--- config.mk ---
export PLATFORM = sky130hd
export DESIGN_NAME = avd_predictor
export DESIGN_NICKNAME = d
export VERILOG_FILES = /design/src/rtl/avd_pkg.sv /design/src/rtl/avd_delta_filter.sv /design/src/rtl/avd_way_match.sv /design/src/rtl/avd_lru_set.sv /design/src/rtl/avd_predictor.sv
export SDC_FILE = /design/constraint.sdc
export NUM_CORES = 2
export LEC_CHECK = 0
export ABC_CLOCK_PERIOD_IN_PS = 7100
export BUFFER_PORTS_ARGS = -buffer_cell sky130_fd_sc_hd__buf_2
export CAP_MARGIN = 10
export CORE_UTILIZATION = 56
export CTS_CLUSTER_SIZE = 25
export DETAILED_ROUTE_END_ITERATION = 10
export HOLD_SLACK_MARGIN = 0.1
export PLACE_DENSITY = 0.77
export REMOVE_ABC_BUFFERS = 1
export SLEW_MARGIN = 20
export SYNTH_ARGS = -nofsm -noshare
export SYNTH_HDL_FRONTEND = slang
export SYNTH_HIERARCHICAL = 1
export SYNTH_SLANG_ARGS = --single-unit
--- constraint.sdc ---
create_clock -name clk -period 7.1 [get_ports clk]
set_clock_uncertainty 0.15 [all_clocks]
set_input_delay 0.355 -clock clk [delete_from_list [all_inputs] [get_ports clk]]
set_output_delay 0.355 -clock clk [all_outputs]
set_load 0.005 [all_outputs]
--- src/rtl/avd_pkg.sv ---
package avd_pkg;
  localparam int CONF_W = 2;
  typedef logic [CONF_W-1:0] conf_t;
  localparam conf_t CONF_TOP     = '1;
  localparam conf_t CONF_PREDICT = conf_t'(2);

  function automatic conf_t conf_bump(input conf_t c);
    return (c == CONF_TOP) ? c : c + conf_t'(1);
  endfunction
endpackage

--- src/rtl/avd_delta_filter.sv ---
module avd_delta_filter #(
  parameter int ADDR_W    = 32,
  parameter int DELTA_W   = 12,
  parameter int MAX_DELTA = 1024
) (
  input  logic [ADDR_W-1:0]         addr,
  input  logic [ADDR_W-1:0]         data,
  output logic signed [DELTA_W-1:0] delta,
  output logic                      in_range
);
  localparam logic signed [ADDR_W-1:0] LIM = ADDR_W'(MAX_DELTA);

  logic signed [ADDR_W-1:0] diff;

  always_comb begin
    diff     = $signed(addr - data);
    in_range = (diff <= LIM) && (diff >= -LIM);
    delta    = diff[DELTA_W-1:0];
  end
endmodule

--- src/rtl/avd_way_match.sv ---
module avd_way_match #(
  parameter int WAYS = 4,
  parameter int PC_W = 32,
  localparam int WAY_W = $clog2(WAYS)
) (
  input  logic [WAYS-1:0]  vld,
  input  logic [PC_W-1:0]  tags [WAYS],
  input  logic [PC_W-1:0]  pc,
  output logic             hit,
  output logic [WAYS-1:0]  hit_oh,
  output logic [WAY_W-1:0] hit_way
);
  for (genvar w = 0; w < WAYS; w++) begin : g_cmp
    assign hit_oh[w] = vld[w] && (tags[w] == pc);
  end

  always_comb begin
    hit     = |hit_oh;
    hit_way = '0;
    for (int w = 0; w < WAYS; w++) begin
      if (hit_oh[w]) hit_way = WAY_W'(w);
    end
  end
endmodule

--- src/rtl/avd_lru_set.sv ---
module avd_lru_set #(
  parameter int WAYS = 4,
  localparam int WAY_W = $clog2(WAYS)
) (
  input  logic             clk,
  input  logic             rst_n,
  input  logic             touch,
  input  logic [WAY_W-1:0] touch_way,
  output logic [WAY_W-1:0] oldest_way
);
  logic [WAY_W-1:0] age_q [WAYS];

  always_ff @(posedge clk) begin
    if (!rst_n) begin
      for (int i = 0; i < WAYS; i++) age_q[i] <= WAY_W'(i);
    end else if (touch) begin
      for (int i = 0; i < WAYS; i++) begin
        if (WAY_W'(i) == touch_way)           age_q[i] <= '0;
        else if (age_q[i] < age_q[touch_way]) age_q[i] <= age_q[i] + WAY_W'(1);
      end
    end
  end

  always_comb begin
    oldest_way = '0;
    for (int i = 0; i < WAYS; i++) begin
      if (age_q[i] == WAY_W'(WAYS-1)) oldest_way = WAY_W'(i);
    end
  end
endmodule

--- src/rtl/avd_predictor.sv ---
module avd_predictor #(
  parameter int PC_W      = 32,
  parameter int ADDR_W    = 32,
  parameter int SETS      = 4,
  parameter int WAYS      = 4,
  parameter int PC_LSB    = 2,
  parameter int MAX_DELTA = 1024
) (
  input  logic              clk,
  input  logic              rst_n,
  input  logic              trn_valid,
  output logic              trn_ready,
  input  logic [PC_W-1:0]   trn_pc,
  input  logic [ADDR_W-1:0] trn_addr,
  input  logic [ADDR_W-1:0] trn_data,
  input  logic              lkp_valid,
  output logic              lkp_ready,
  input  logic [PC_W-1:0]   lkp_pc,
  input  logic [ADDR_W-1:0] lkp_addr,
  output logic              rsp_valid,
  input  logic              rsp_ready,
  output logic              rsp_hit,
  output logic [ADDR_W-1:0] rsp_value
);
  import avd_pkg::*;

  localparam int IDX_W   = $clog2(SETS);
  localparam int WAY_W   = $clog2(WAYS);
  localparam int ENTRIES = SETS * WAYS;
  localparam int DELTA_W = $clog2(MAX_DELTA + 1) + 1;

  // table storage, entry index = {set, way}
  logic [ENTRIES-1:0]         vld_q;
  logic [PC_W-1:0]            tag_q  [ENTRIES];
  logic signed [DELTA_W-1:0]  dlt_q  [ENTRIES];
  conf_t                      conf_q [ENTRIES];

  // ---------------- training side ----------------
  logic [IDX_W-1:0]          tr_set;
  logic signed [DELTA_W-1:0] tr_delta;
  logic                      trn_in_range;
  logic                      tr_do;
  logic [WAYS-1:0]           tr_vld;
  logic [PC_W-1:0]           tr_tags [WAYS];
  logic                      tr_hit;
  logic [WAYS-1:0]           tr_hit_oh;
  logic [WAY_W-1:0]          tr_hit_way;
  logic [WAY_W-1:0]          tr_victim;
  logic [WAY_W-1:0]          tr_way;
  logic [WAY_W-1:0]          set_oldest [SETS];
  logic                      victim_free;

  assign trn_ready = 1'b1;
  assign tr_set    = trn_pc[PC_LSB +: IDX_W];

  avd_delta_filter #(.ADDR_W(ADDR_W), .DELTA_W(DELTA_W), .MAX_DELTA(MAX_DELTA)) u_filter (
    .addr     (trn_addr),
    .data     (trn_data),
    .delta    (tr_delta),
    .in_range (trn_in_range)
  );

  assign tr_do = trn_valid && trn_in_range;

  always_comb begin
    for (int w = 0; w < WAYS; w++) begin
      tr_vld[w]  = vld_q[{tr_set, WAY_W'(w)}];
      tr_tags[w] = tag_q[{tr_set, WAY_W'(w)}];
    end
  end

  avd_way_match #(.WAYS(WAYS), .PC_W(PC_W)) u_tr_match (
    .vld     (tr_vld),
    .tags    (tr_tags),
    .pc      (trn_pc),
    .hit     (tr_hit),
    .hit_oh  (tr_hit_oh),
    .hit_way (tr_hit_way)
  );

  // free way first (lowest index), otherwise least recently trained
  always_comb begin
    tr_victim   = set_oldest[tr_set];
    victim_free = 1'b0;
    for (int w = 0; w < WAYS; w++) begin
      if (!tr_vld[w] && !victim_free) begin
        tr_victim   = WAY_W'(w);
        victim_free = 1'b1;
      end
    end
    tr_way = tr_hit ? tr_hit_way : tr_victim;
  end

  for (genvar s = 0; s < SETS; s++) begin : g_lru
    avd_lru_set #(.WAYS(WAYS)) u_lru (
      .clk        (clk),
      .rst_n      (rst_n),
      .touch      (tr_do && (tr_set == IDX_W'(s))),
      .touch_way  (tr_way),
      .oldest_way (set_oldest[s])
    );
  end

  always_ff @(posedge clk) begin
    if (!rst_n) begin
      vld_q <= '0;
    end else if (tr_do) begin
      if (tr_hit) begin
        if (dlt_q[{tr_set, tr_way}] == tr_delta) begin
          conf_q[{tr_set, tr_way}] <= conf_bump(conf_q[{tr_set, tr_way}]);
        end else begin
          dlt_q[{tr_set, tr_way}]  <= tr_delta;
          conf_q[{tr_set, tr_way}] <= '0;
        end
      end else begin
        vld_q[{tr_set, tr_way}]  <= 1'b1;
        tag_q[{tr_set, tr_way}]  <= trn_pc;
        dlt_q[{tr_set, tr_way}]  <= tr_delta;
        conf_q[{tr_set, tr_way}] <= '0;
      end
    end
  end

  // ---------------- lookup side ----------------
  logic [IDX_W-1:0]          lk_set;
  logic [WAYS-1:0]           lk_vld;
  logic [PC_W-1:0]           lk_tags [WAYS];
  logic                      lk_hit;
  logic [WAYS-1:0]           lk_hit_oh;
  logic [WAY_W-1:0]          lk_way;
  logic signed [DELTA_W-1:0] lk_delta;
  logic                      lk_predict;
  logic [ADDR_W-1:0]         lk_value;
  logic                      lkp_fire;

  assign lk_set = lkp_pc[PC_LSB +: IDX_W];

  always_comb begin
    for (int w = 0; w < WAYS; w++) begin
      lk_vld[w]  = vld_q[{lk_set, WAY_W'(w)}];
      lk_tags[w] = tag_q[{lk_set, WAY_W'(w)}];
    end
  end

  avd_way_match #(.WAYS(WAYS), .PC_W(PC_W)) u_lk_match (
    .vld     (lk_vld),
    .tags    (lk_tags),
    .pc      (lkp_pc),
    .hit     (lk_hit),
    .hit_oh  (lk_hit_oh),
    .hit_way (lk_way)
  );

  always_comb begin
    lk_delta   = dlt_q[{lk_set, lk_way}];
    lk_predict = lk_hit && (conf_q[{lk_set, lk_way}] >= CONF_PREDICT);
    lk_value   = lkp_addr - {{(ADDR_W-DELTA_W){lk_delta[DELTA_W-1]}}, lk_delta};
  end

  assign lkp_ready = !rsp_valid || rsp_ready;
  assign lkp_fire  = lkp_valid && lkp_ready;

  always_ff @(posedge clk) begin
    if (!rst_n) begin
      rsp_valid <= 1'b0;
      rsp_hit   <= 1'b0;
      rsp_value <= '0;
    end else if (lkp_fire) begin
      rsp_valid <= 1'b1;
      rsp_hit   <= lk_predict;
      rsp_value <= lk_predict ? lk_value : '0;
    end else if (rsp_ready) begin
      rsp_valid <= 1'b0;
    end
  end
endmodule

==> reports/results.ini <==
[status]
status=finished clean

[sta]
worstMarginPinSlew_ps=1030
post-route-min-period_ps=7030
rsz0062_at_grt=yes
min_period_over_period=0.990
setup_ws_ps=72.5
max_freq_mhz=142
slew_headroom=0.315
hold_viol_final=0
drv_slew=0
setup_violations=0

[grt]
grt.overflow.total=0
grt_pass1_vias=29800
track_usage=0.312
grt_max_degree=58
antenna_found_initial=1
grt_pass1_wl_mm=184

[pwr]
finalPower_mw=11.0
vdd_ir_drop_max_v=0.000154
p_per_area_mw_per_mm2=216
p_leak_nw=17.6

[finish]
antennaDiodeCount=0
final_common_cell=edfxtp_1
area_delta_synth_final_pct=16.0
final_area_mm2=0.0509
fillers=5214
layout.nets=3518
final_cell_mix=768 x edfxtp_1, 360 x mux4_2, 195 x buf_2
utilization=0.656
final_cell_count_no_fill=4362
drive_gt1_frac=0.284

[critical_path]
crit_type=primary input to flip-flop
critPathLaunchType=primary input
r2r-start=tag_q[13][0]
end_kind=flip-flop
path_cells=dlygate4sd3_1, buf_12, mux4_2, xor2_1, nor4_1, buf_4, nand4_1, or4_4, nand4_1, buf_4, a211o_4, nand2_4, inv_6, buf_4, buf_4, mux2i_1, a32oi_1, a31o_2, a221oi_1, o211a_1, and4_1, buf_12, nor2_2
startpoint=trn_pc[2]
cpMaxStageDelayCell=nor2_2
arrival_ps=7130
cp_max_fo=51
required_ps=7200
crit_path_frequent_cell=buf_4
critPathMaxStageDelay_ps=770

[placement]
post_dp_cell_area_mm2=0.0478
pre_cts_slack_ps=-463
dp.cells=4182
dp_hpwl_mm=82.8
io_buffers=199
gp_congestion=0.915

[cts]
htreeDepth=3
cts_tree=yes
postCtsSetupRepairBufs=0
clk_latency_ps=650
clk_pin_slew_worst_paths_ps=60
cts_root_buf=clkbuf_16
cts_made_buffers=81
cts_buffer_depth=3
cts.sink_count=818

[min_path]
hold_class=primary input to flip-flop
hp-start=trn_pc[6]

[floorplan]
ios=201
start_util=0.566
coreArea_mm2=0.0775
fp.dieW_um=282
die_area_mm2=0.0794
die_h_um=282
num_rows=102

[drt]
ant_nets=0
via_count=29600
first_iter_violations=3758
drt_first_pass_iters=6
via_per_inst=6.78
wl_per_cell_um=28.4
wl_mm=124
drc=0

[synth]
netlist_area_mm2=0.0438
syn_inst=2874
yosysWarningCount=6
avgSynthCellArea_um2=15.3

[flow_run]
drv_cap=0

[power breakdown]
group          switching, mW  internal [mW]
Combinational          0.752          0.518
Sequential           0.00563           5.32
Clock                   1.88           2.49
Total                   2.64           8.33
[stage by stage]
step / hold WS [ps] / TNS, ps
2_1_floorplan: 288 / -304400
3_3_place_gp: 295 / -3800
3_5_place_dp: 299 / -4700
4_1_cts: 106 / 0
5_1_grt: 121 / -105
6_report: 125 / 0
[metal layers]
metal  GRT usage  vias to the layer above  part of all wire
li1            -                    12400                 -
met1       0.419                    15000              0.37
met2       0.507                     1909              0.48
met3      0.0605                      286              0.11
met4       0.119                        0             0.037
met5           0                        -                 0
[worst paths after layout]
| kind | endpoint | slack, ps | cells past startpoint |
|---|---|---|---|
| setup reg to reg | rsp_value[30] | 110 | 22 |
| hold reg to reg | rsp_value[26] | 310 | 2 |
| setup / recovery | dlt_q[10][7] | 70 | 23 |
| hold / removal | tag_q[11][6] | 130 | 2 |
[area by class of cell]
| cell class | count | area (µm²) | share of cell area |
|---|---|---|---|
| sequential | 818 | 24100 | 0.473 |
| clock inverter | 48 | 584 | 0.0115 |
| timing repair buffer | 437 | 3470 | 0.0683 |
| inverter | 119 | 454 | 0.00893 |
| clock buffer | 96 | 2090 | 0.0412 |
| multi-input combinational | 1804 | 18900 | 0.371 |
| tap | 1040 | 1300 | 0.0256 |
[repair_timing]
action,4_1_cts,5_1_grt
gates resized for setup,0,6
endpoints found under the setup margin,0,147
endpoints found under the hold margin,393,0
hold buffers,36,0
[critical path: cells and delay by family]
family / cells / cell delay, ps
muxes: 2 / 700
AOI/OAI and AO/OA: 5 / 940
and+or+nand+nor: 7 / 2720
xor gates and xnor gates: 1 / 180
buffers and inverters: 8 / 2120
[registers in the layout, summed over array words and instances, names as in the netlist]
| register | cells |
|---|---|
| conf_q | 32 |
| dlt_q | 192 |
| g_lru.u_lru/age_q | 32 |
| rsp_hit | 1 |
| rsp_valid | 1 |
| rsp_value | 32 |
| tag_q | 512 |
| vld_q | 16 |
No activity file was read; power rests on OpenSTA's default activity.
